File: src/rtl/fsp_pkg.sv
package fsp_pkg;
    typedef enum logic [1:0] {
        ST_COUNT = 2'd0,
        ST_ARMED = 2'd1,
        ST_TRACK = 2'd2,
        ST_HOLD  = 2'd3
    } fsp_state_e;
endpackage

File: src/rtl/fsp_period_ctr.sv
module fsp_period_ctr #(
    parameter int CNT_W = 16
) (
    input  logic             clk,
    input  logic             rst_n,
    input  logic             clear,
    input  logic             advance,
    input  logic [CNT_W-1:0] period,
    output logic             reached
);
    logic [CNT_W-1:0] cnt;
    logic [CNT_W:0]   cnt_next;

    assign cnt_next = {1'b0, cnt} + 1'b1;
    assign reached  = advance && (cnt_next >= {1'b0, period});

    always_ff @(posedge clk) begin
        if (!rst_n)
            cnt <= '0;
        else if (clear || reached)
            cnt <= '0;
        else if (advance)
            cnt <= cnt_next[CNT_W-1:0];
    end

    // without advance or clear, the count holds
    assert_count_hold_R8: assert property (@(posedge clk) disable iff (!rst_n)
        (!clear && !advance) |=> $stable(cnt));
endmodule

File: src/rtl/fsp_tag_track.sv
module fsp_tag_track #(
    parameter int ID_W   = 4,
    parameter int ADDR_W = 32,
    parameter int LAT_W  = 16
) (
    input  logic              clk,
    input  logic              rst_n,
    input  logic              load,
    input  logic              run,
    input  logic [ID_W-1:0]   new_id,
    input  logic [ADDR_W-1:0] new_addr,
    input  logic              end_any,
    input  logic [ID_W-1:0]   end_id,
    output logic              end_hit,
    output logic [ADDR_W-1:0] tag_addr,
    output logic [LAT_W-1:0]  lat
);
    localparam logic [LAT_W-1:0] LAT_MAX = '1;
    logic [ID_W-1:0] tag_id;

    assign end_hit = run && end_any && (end_id == tag_id);

    always_ff @(posedge clk) begin
        if (!rst_n) begin
            tag_id   <= '0;
            tag_addr <= '0;
            lat      <= '0;
        end else if (load) begin
            tag_id   <= new_id;
            tag_addr <= new_addr;
            lat      <= LAT_W'(1);
        end else if (run && lat != LAT_MAX) begin
            lat <= lat + 1'b1;
        end
    end
endmodule

File: src/rtl/fsp_sample_reg.sv
module fsp_sample_reg #(
    parameter int TS_W   = 32,
    parameter int PID_W  = 16,
    parameter int ADDR_W = 32,
    parameter int FLAG_W = 8,
    parameter int LAT_W  = 16
) (
    input  logic              clk,
    input  logic              rst_n,
    input  logic              capture,
    input  logic [TS_W-1:0]   in_ts,
    input  logic [PID_W-1:0]  in_pid,
    input  logic [ADDR_W-1:0] in_addr,
    input  logic [FLAG_W-1:0] in_flags,
    input  logic              in_aborted,
    input  logic [LAT_W-1:0]  in_lat,
    output logic [TS_W-1:0]   q_ts,
    output logic [PID_W-1:0]  q_pid,
    output logic [ADDR_W-1:0] q_addr,
    output logic [FLAG_W-1:0] q_flags,
    output logic              q_aborted,
    output logic [LAT_W-1:0]  q_lat
);
    always_ff @(posedge clk) begin
        if (!rst_n) begin
            q_ts      <= '0;
            q_pid     <= '0;
            q_addr    <= '0;
            q_flags   <= '0;
            q_aborted <= 1'b0;
            q_lat     <= '0;
        end else if (capture) begin
            q_ts      <= in_ts;
            q_pid     <= in_pid;
            q_addr    <= in_addr;
            q_flags   <= in_flags;
            q_aborted <= in_aborted;
            q_lat     <= in_lat;
        end
    end
endmodule

File: src/rtl/fetch_sampler.sv
module fetch_sampler
    import fsp_pkg::*;
#(
    parameter int CNT_W  = 16,
    parameter int ID_W   = 4,
    parameter int ADDR_W = 32,
    parameter int FLAG_W = 8,
    parameter int PID_W  = 16,
    parameter int TS_W   = 32,
    parameter int LAT_W  = 16
) (
    input  logic              clk,
    input  logic              rst_n,
    input  logic              enable,
    input  logic [CNT_W-1:0]  period,
    input  logic              fetch_issue,
    input  logic [ID_W-1:0]   issue_id,
    input  logic [ADDR_W-1:0] issue_addr,
    input  logic              fetch_done,
    input  logic              fetch_abort,
    input  logic [ID_W-1:0]   end_id,
    input  logic [FLAG_W-1:0] end_flags,
    input  logic [PID_W-1:0]  cur_pid,
    input  logic [TS_W-1:0]   timestamp,
    input  logic              sample_ack,
    output logic              sample_valid,
    output logic              sample_irq,
    output logic [TS_W-1:0]   smp_timestamp,
    output logic [PID_W-1:0]  smp_pid,
    output logic [ADDR_W-1:0] smp_addr,
    output logic [FLAG_W-1:0] smp_flags,
    output logic              smp_aborted,
    output logic [LAT_W-1:0]  smp_latency
);
    fsp_state_e state, state_nx;
    logic active, reached, advance, clear_cnt;
    logic tag_load, tracking, end_hit, capture;
    logic [ADDR_W-1:0] tag_addr;
    logic [LAT_W-1:0]  lat;

    assign active    = enable && (period != '0);
    assign advance   = (state == ST_COUNT) && active && fetch_done;
    assign clear_cnt = (state != ST_COUNT) && (state_nx == ST_COUNT);
    assign tag_load  = (state == ST_ARMED) && active && fetch_issue;
    assign tracking  = (state == ST_TRACK);
    assign capture   = tracking && active && end_hit;

    always_comb begin
        state_nx = state;
        unique case (state)
            ST_COUNT: if (reached) state_nx = ST_ARMED;
            ST_ARMED: begin
                if (!active)          state_nx = ST_COUNT;
                else if (fetch_issue) state_nx = ST_TRACK;
            end
            ST_TRACK: begin
                if (!active)      state_nx = ST_COUNT;
                else if (end_hit) state_nx = ST_HOLD;
            end
            ST_HOLD: if (sample_ack) state_nx = ST_COUNT;
        endcase
    end

    always_ff @(posedge clk) begin
        if (!rst_n) state <= ST_COUNT;
        else        state <= state_nx;
    end

    always_ff @(posedge clk) begin
        if (!rst_n) sample_irq <= 1'b0;
        else        sample_irq <= capture;
    end

    assign sample_valid = (state == ST_HOLD);

    fsp_period_ctr #(.CNT_W(CNT_W)) u_ctr (
        .clk(clk), .rst_n(rst_n), .clear(clear_cnt), .advance(advance),
        .period(period), .reached(reached)
    );

    fsp_tag_track #(.ID_W(ID_W), .ADDR_W(ADDR_W), .LAT_W(LAT_W)) u_trk (
        .clk(clk), .rst_n(rst_n), .load(tag_load), .run(tracking),
        .new_id(issue_id), .new_addr(issue_addr),
        .end_any(fetch_done || fetch_abort), .end_id(end_id),
        .end_hit(end_hit), .tag_addr(tag_addr), .lat(lat)
    );

    fsp_sample_reg #(.TS_W(TS_W), .PID_W(PID_W), .ADDR_W(ADDR_W),
                     .FLAG_W(FLAG_W), .LAT_W(LAT_W)) u_smp (
        .clk(clk), .rst_n(rst_n), .capture(capture),
        .in_ts(timestamp), .in_pid(cur_pid), .in_addr(tag_addr),
        .in_flags(end_flags), .in_aborted(fetch_abort), .in_lat(lat),
        .q_ts(smp_timestamp), .q_pid(smp_pid), .q_addr(smp_addr),
        .q_flags(smp_flags), .q_aborted(smp_aborted), .q_lat(smp_latency)
    );

    assert_irq_first_valid_R7: assert property (@(posedge clk) disable iff (!rst_n)
        sample_irq |-> (sample_valid && !$past(sample_valid)));
    assert_hold_stable_R8: assert property (@(posedge clk) disable iff (!rst_n)
        (sample_valid && !sample_ack) |=>
            (sample_valid && $stable(smp_addr) && $stable(smp_timestamp) && $stable(smp_latency)));
    assert_ack_clears_R9: assert property (@(posedge clk) disable iff (!rst_n)
        (sample_valid && sample_ack) |=> !sample_valid);
    assert_latency_nonzero_R6: assert property (@(posedge clk) disable iff (!rst_n)
        sample_valid |-> (smp_latency != '0));
    assert_disabled_no_irq_R10: assert property (@(posedge clk) disable iff (!rst_n)
        (!enable) |=> !sample_irq);
endmodule

File: config.mk
export PLATFORM = sky130hd
export DESIGN_NAME = fetch_sampler
export DESIGN_NICKNAME = d
export VERILOG_FILES = /design/src/rtl/fsp_pkg.sv /design/src/rtl/fsp_period_ctr.sv /design/src/rtl/fsp_tag_track.sv /design/src/rtl/fsp_sample_reg.sv /design/src/rtl/fetch_sampler.sv
export SDC_FILE = /design/constraint.sdc
export NUM_CORES = 1
export LEC_CHECK = 0
export ABC_AREA = 1
export BUFFER_PORTS_ARGS = -buffer_cell sky130_fd_sc_hd__buf_4
export CORE_MARGIN = 2
export CORE_UTILIZATION = 51
export CTS_BUF_LIST = sky130_fd_sc_hd__clkbuf_16
export CTS_CLUSTER_DIAMETER = 50
export DETAILED_ROUTE_END_ITERATION = 12
export PLACE_DENSITY = 0.83
export SETUP_SLACK_MARGIN = 0.2
export SYNTH_ARGS = -nofsm -noshare
export SYNTH_HDL_FRONTEND = slang
export SYNTH_SLANG_ARGS = --single-unit
File: constraint.sdc
create_clock -name clk -period 2.87 [get_ports clk]
set_input_delay 0.574 -clock clk [delete_from_list [all_inputs] [get_ports clk]]
set_output_delay 0.574 -clock clk [all_outputs]
set_load 0.02 [all_outputs]
==> metrics.md, run 1 <==
| Metric | Value |
|---|---|
| Pwr/cell area | `496 nW/um^2` |
| Initial antenna violation count | `0` |
| Diode count | `0` |
| Most frequent CP cell | `nand2_1` |
| CTS tree | `done` |
| Vias in the first global route | `6407` |
| Ports | `226` |
| Num rows | `43` |
| Post-synthesis sequential area ratio | `48.8%` |
| Critical Path RT | `3.22 ns` |
| First-pass GRT wire length | `30.6 mm` |
| Root buf cell | `clkbuf_16` |
| Residual DRC count | `0` |
| Die width | `123 um` |
| Worst setup SP type | `flip-flop` |
| Post-synth EDFFs | `0` |
| Crit path buf inv count | `1` |
| Worst Path Arrival | `3.13 ns` |
| CP max FO | `8` |
| Core Area | `13900 sq um` |
| Post-CTS Hold Buffers | `0` |
| Clk slew on worst S/H paths | `0.07 ns` |
| Share of layout cells above drive strength 1 | `28.0%` |
| CP Capture Type | `flip-flop` |
| Asr flop ratio synth | `0%` |
| Worst hold margin | `0.369 ns` |
| GRT Util Overall | `25.5%` |
| Slew Viols, Final | `0` |
| Fin. Hold Viols | `0` |
| Placed cells | `1313` |
| Final WL | `19.7 mm` |
| Least-Margin Pin Slew | `0.529 ns` |
| CTS Buf Count | `17` |
| Routed via count | `6925` |
| Clk buf depth | `2` |
| Worst-Skew Late Latency | `0.43 ns` |
| Post-synthesis cell count | `951` |
| Vias per cell | `5.10` |
| Max Freq | `0.360 GHz` |
| P_leak | `4.58 nW` |
| Fill count | `1089` |
| PortBufs | `225` |
| Post-layout nets | `1302` |
| Fin cells | `1358` |
| Final HPWL DP | `13.1 mm` |
| Pin count of the biggest net entering global routing | `146` |
| Total Die Area | `15100 sq um` |
| Worst Setup Path Type | `reg -> reg` |
| GRT overflow | `0` |
| Fin Setup TNS | `0 ns` |
| Detail Route Antenna Nets | `0` |
| Number of max-cap violations | `0` |
| Worst vdd ir | `0.409 mV` |
| Post-synth top area share | `48.8%` |
| Fin crit period | `2.78 ns` |
| Initial DRC count | `466` |
| Average wire per standard cell | `14.5 um` |
| P&R area growth vs syn | `37.7%` |
| RD Place Congestion | `0.887` |
| Period utilization | `96.7%` |
| Worst Skew | `0.00580 ns` |
| Initial Utilization | `52.0%` |
| # H-tree levels | `4` |
| Synthesized area | `7220 sq um` |
| Max incr delay on CP | `0.38 ns` |
| Detailed Routing Iterations Pass 1 | `6` |
| Status | `finished clean` |
| Synthesized Nets | `1088` |
| Synth Register Bits | `176` |
| Warnings from Yosys | `0` |
| CP max-delay cell | `dfxtp_4` |
| Synthesized area per cell | `7.59 sq um` |
| CP top delay family | `simple AND/OR/NAND/NOR gates` |
| Synth top area cells | `dfxtp_1 (49%), o21ai_0 (11%), nor2_1 (10%)` |
| Critical-path cell list | `ha_4, nand3_4, nor3_4, nand2_1, nor2_1, xor2_1, inv_1, ha_4, nand2_4, nor2_4, nand2_1, o21ai_1, nand2_1, nand2_1, nor2_1, nand2_2, a21oi_4, nand2_8, nor2_2` |
| Yosys top cell by area | `dfxtp_1` |
| Die height | `123 um` |
| Top_reg_cell synth | `dfxtp_1` |
| RSZ-0062 raised after global routing | `true` |
| Clk sinks | `176` |
| Netlist cell types | `34` |
| Slew headroom | `64.7%` |
| Hold Path Class | `in -> reg` |
| Final Setup Violations | `0` |
cell type report:
| type | instances | area, sq um | area share [%] |
|---|---|---|---|
| clock buffers | 17 | 425 | 4.28 |
| clock inverters | 15 | 150 | 1.51 |
| inverters | 102 | 383 | 3.85 |
| multi-input cells | 622 | 3330 | 33.4 |
| flip-flops and latches | 176 | 3530 | 35.5 |
| well taps | 180 | 225 | 2.26 |
| repair buffers | 246 | 1900 | 19.1 |
layer usage:
layer	vias up	routed length (um)	track usage, %
met5	-	0	0
met4	0	572	9.30
met3	44	1610	9.64
met2	248	9580	41.4
met1	3130	7910	30.7
li1	3503	-	-
timing repair:
action                     CTS  global route
gates cloned                 1             0
resized for setup           25            34
buffers inserted             9             3
pin swaps                   10             9
setup endpoints to repair   17            17
synthesized netlist by cell type, types with 3 or more instances:
cell and n:
nor2_1 192, inv_1 99, nand2_1 71, nor4_1 3, clkbuf_1 24, nand3_1 18, nor3_1 17, xor2_1 16
buf_2 23, nand3_2 3, o21ai_0 153, buf_6 3, ha_1 18, inv_2 3, nand4_1 4, dfxtp_1 176
o21a_1 3, a31oi_1 3, a21oi_1 100
cell usage in the layout (no fill, tap or decap), types with 3 or more instances in the layout:
| master | n |
|---|---|
| a21oi_1 | 100 |
| inv_6 | 4 |
| nand3_2 | 3 |
| dfxtp_2 | 3 |
| buf_4 | 241 |
| inv_1 | 98 |
| inv_2 | 4 |
| nand3_1 | 16 |
| buf_12 | 4 |
| nor2_2 | 7 |
| o21a_1 | 3 |
| xor2_2 | 5 |
| nand4_1 | 4 |
| nor2_1 | 180 |
| nor3_4 | 3 |
| nor3_1 | 14 |
| xor2_1 | 11 |
| o21ai_0 | 152 |
| inv_8 | 4 |
| a31oi_1 | 3 |
| nand2_1 | 66 |
| clkbuf_16 | 17 |
| nand2_2 | 4 |
| clkinv_2 | 3 |
| dfxtp_1 | 171 |
| ha_1 | 16 |
| nor2_4 | 8 |
worst paths after layout:
kind                           start                to  slack [ns]  cells after the start
setup / recovery        u_ctr.cnt[0]      u_ctr.cnt[1]        0.09                     19
setup reg to reg        u_ctr.cnt[0]      u_ctr.cnt[1]        0.09                     19
hold / removal         timestamp[16]    u_smp.q_ts[16]        0.37                      3
hold reg to reg   u_trk.tag_addr[11]  u_smp.q_addr[11]        0.45                      2
registers in the layout, indices dropped and copies added (netlist names), 8 cells and up:
name / count
u_smp.q_addr: 32
u_smp.q_ts: 32
u_trk.tag_addr: 32
u_ctr.cnt: 16
u_smp.q_lat: 16
u_smp.q_pid: 16
u_trk.lat: 16
u_smp.q_flags: 8
where the power goes:
part	leakage, nW	switching [W]	internal (W)
clock network	0.286	0.00101	0.00123
registers	1.42	0.00000329	0.00244
logic	2.88	0.000111	0.000140
worst register-to-register path: stages (launching register included):
cell and delay (ns):
dfxtp_4 0.38, ha_4 0.15, nand3_4 0.09, nor3_4 0.15
nand2_1 0.11, nor2_1 0.12, xor2_1 0.21, inv_1 0.11
ha_4 0.24, nand2_4 0.08, nor2_4 0.03, nand2_1 0.06
o21ai_1 0.06, nand2_1 0.06, nand2_1 0.05, nor2_1 0.11
nand2_2 0.12, a21oi_4 0.31, nand2_8 0.13, nor2_2 0.12
cells by family after synthesis:
logic type,Yosys count,synth area share (%)
AO/OA/AOI/OAI,264,18.6
XOR/XNOR,18,2.18
adder cells (fa/ha/maj),18,3.12
buffers and inverters,154,8.82
flip-flops,176,48.8
AND/OR/NAND/NOR,321,18.5
through the flow:
stage	power [W]	util [%]	setup slack, ns	cell area, sq um
final	0.00494	71.6	0.0936	9940
after global routing	0.00510	71.6	-0.0779	9940
after CTS	0.00496	70.4	0.163	9770
after detailed placement	0.00273	64.9	-0.146	9000
after global placement	0.00272	64.9	0.0867	9000
after floorplan	0.00258	-	0.258	7220
(Power assumes the default switching activity.)
==> run 2, diff against run 1 <==
--- a/config.mk
+++ b/config.mk
@@ -8,11 +8,11 @@
 export ABC_AREA = 1
 export BUFFER_PORTS_ARGS = -buffer_cell sky130_fd_sc_hd__buf_4
 export CORE_MARGIN = 2
-export CORE_UTILIZATION = 51
+export CORE_UTILIZATION = 40
 export CTS_BUF_LIST = sky130_fd_sc_hd__clkbuf_16
 export CTS_CLUSTER_DIAMETER = 50
 export DETAILED_ROUTE_END_ITERATION = 12
-export PLACE_DENSITY = 0.83
+export PLACE_DENSITY = 0.68
 export SETUP_SLACK_MARGIN = 0.2
 export SYNTH_ARGS = -nofsm -noshare
 export SYNTH_HDL_FRONTEND = slang
==> run 2 against run 1 <==
- register-to-register slack improved by 0.06 ns
- sequential cell count stayed put
- wire length down 1.8%
- worst setup slack improved by 0.061 ns
- critical path depth shrank 1
- utilization shrank 16 points
- total power is 1.0% higher
- sequential share of layout area down 0.075 points
- via count is 1.6% lower
==> metrics.md, run 2 (synthesis results as in run 1) <==
| Metric | Value |
|---|---|
| RD Place Congestion | `0.863` |
| GRT overflow | `0` |
| Worst-Skew Late Latency | `0.42 ns` |
| Worst R2R End | `u_ctr.cnt[4]` |
| Share of layout cells above drive strength 1 | `27.3%` |
| Average wire per standard cell | `13.7 um` |
| Total Die Area | `19100 sq um` |
| Clk slew on worst S/H paths | `0.07 ns` |
| Crit path buf inv count | `0` |
| Worst Hold Launch | `timestamp[17]` |
| Fill count | `1674` |
| Worst setup SP type | `flip-flop` |
| First-pass GRT wire length | `31.3 mm` |
| Worst Path Arrival | `3.07 ns` |
| Clk sinks | `176` |
| P&R area growth vs syn | `37.7%` |
| Final WL | `19.3 mm` |
| RSZ-0062 raised after global routing | `true` |
| Final Setup Violations | `0` |
| Post-layout nets | `1305` |
| Initial Utilization | `40.5%` |
| CP max FO | `8` |
| Multi-input gate area | `3240 sq um` |
| Routed via count | `6815` |
| CP top delay family | `simple AND/OR/NAND/NOR gates` |
| CP max-delay cell | `dfxtp_2` |
| Period utilization | `94.6%` |
| Pin count of the biggest net entering global routing | `146` |
| Slew Viols, Final | `0` |
| Initial DRC count | `331` |
| Pwr/cell area | `502 nW/um^2` |
| GRT Util Overall | `19.9%` |
| Max Freq | `0.368 GHz` |
| Least-Margin Pin Slew | `0.620 ns` |
| Max incr delay on CP | `0.36 ns` |
| Num rows | `49` |
| Core Area | `17800 sq um` |
| Hold endpoint | `u_smp.q_ts[17]` |
| PortBufs | `225` |
| Tot Pwr | `0.00499 W` |
| CTS Buf Count | `17` |
| Detail Route Antenna Nets | `0` |
| Initial antenna violation count | `0` |
| Clk buf depth | `2` |
| Fin crit period | `2.72 ns` |
| Fin Setup TNS | `0 ns` |
| CTS tree | `done` |
| Worst Setup Path Type | `reg -> reg` |
| Critical Path RT | `3.23 ns` |
| P_leak | `4.54 nW` |
| Slew headroom | `58.7%` |
| Worst Skew | `0.00601 ns` |
| CP Capture Type | `flip-flop` |
| Most frequent CP cell | `nand2_1` |
| Residual DRC count | `0` |
| Placed cells | `1367` |
| Fin. Hold Viols | `0` |
| Number of max-cap violations | `0` |
| Status | `finished clean` |
| Ports | `226` |
| Final Util | `55.7%` |
| Critical-path cell list | `ha_4, nand3_4, nor3_4, nand2_2, or2_2, nand2_1, ha_1, nand2_2, nor2_1, nand2_1, o21ai_1, nand2_1, nand2_1, nor2_1, nand2_2, a21oi_4, nand2_8, nor2_2` |
| Setup slack after layout | `0.154 ns` |
| Worst hold path cell count | `3` |
| Diode count | `0` |
| Setup Slack @ Placement | `-0.0500 ns` |
| Reg2reg start | `u_ctr.cnt[1]` |
| Final HPWL DP | `13.4 mm` |
| Die width | `138 um` |
| Die height | `138 um` |
| Detailed Routing Iterations Pass 1 | `5` |
| # H-tree levels | `4` |
| Worst vdd ir | `0.435 mV` |
| Vias in the first global route | `6426` |
| Hold Path Class | `in -> reg` |
| Largest regs | `u_smp.q_addr: 32 flops, u_smp.q_ts: 32 flops, u_trk.tag_addr: 32 flops` |
| Reg-to-reg slack, setup | `0.15 ns` |
| Reg area | `3530 sq um` |
| Vias per cell | `4.83` |
| Fin cells | `1410` |
| Commonest non-fill, non-tap cell in the layout | `buf_4` |
| Root buf cell | `clkbuf_16` |
| Most frequent cells in the layout | `buf_4 (244), nor2_1 (183), dfxtp_1 (174), o21ai_0 (152), a21oi_1 (100)` |
| Worst reg2reg path depth | `18` |
| Post-CTS Hold Buffers | `0` |
## run 2: changes by cell type in the layout (fill, tap and decap cells not counted), sizes merged
| cell | before | now |
|---|---|---|
| clkinv | 5 | 7 |
| buf | 246 | 249 |
| bufinv | 1 | 2 |
| inv | 110 | 106 |
| clkinvlp | 1 | 2 |
## run 2: worst max path at each step
| stage | startpoint | end | slack, ns | cells past startpoint |
|---|---|---|---|---|
| floorplan | u_ctr.cnt[0] | u_ctr.cnt[10] | 0.26 | 21 |
| global route | u_ctr.cnt[1] | u_ctr.cnt[4] | -0.008 | 18 |
| finish | u_ctr.cnt[1] | u_ctr.cnt[4] | 0.15 | 18 |
| global placement | u_ctr.cnt[1] | u_ctr.cnt[0] | 0.07 | 20 |
| CTS | u_ctr.cnt[1] | u_ctr.cnt[4] | 0.16 | 20 |
| detailed placement | u_ctr.cnt[1] | u_ctr.cnt[11] | -0.05 | 18 |
## run 2: metrics by stage
step	hold slack [ns]	area [sq um]
final	0.370	9940
after global routing	0.359	9940
after CTS	0.352	9850
after detailed placement	0.446	9100
after global placement	0.441	9100
after floorplan	0.430	7220
## run 2: layout make-up
type,count,area share [%]
well taps,229,2.88
clock buffers,17,4.28
flip-flops and latches,176,35.5
inverters,102,3.85
multi-input cells,622,32.6
repair buffers,249,19.3
clock inverters,15,1.61
## run 2: what timing repair did
item                       4_1_cts  5_1_grt
gates resized for setup         17       21
gates cloned                     1        0
buffers inserted                10        0
setup endpoints to repair       16       17
pin swaps                       12        9
## run 2: metal layers
metal  share of wire, %  vias up  GRT usage, %  wire, um
met2                 48      187          32.2      9230
li1                   -     3518             -         -
met1                 43     3075          24.6      8250
met4                2.4        0          7.14       457
met5                  0        -             0         0
met3                7.1       35          7.00      1380
## run 2: tightest hold or removal path, stage by stage
cell,delay (ns)
buf_4,0.08
nor2_1,0.03
nor2_1,0.08
## run 2: power breakdown
part           internal, W  total, W  switching [W]
logic             0.000139  0.000246       0.000107
registers          0.00244   0.00245     0.00000189
clock network      0.00130   0.00229        0.00100
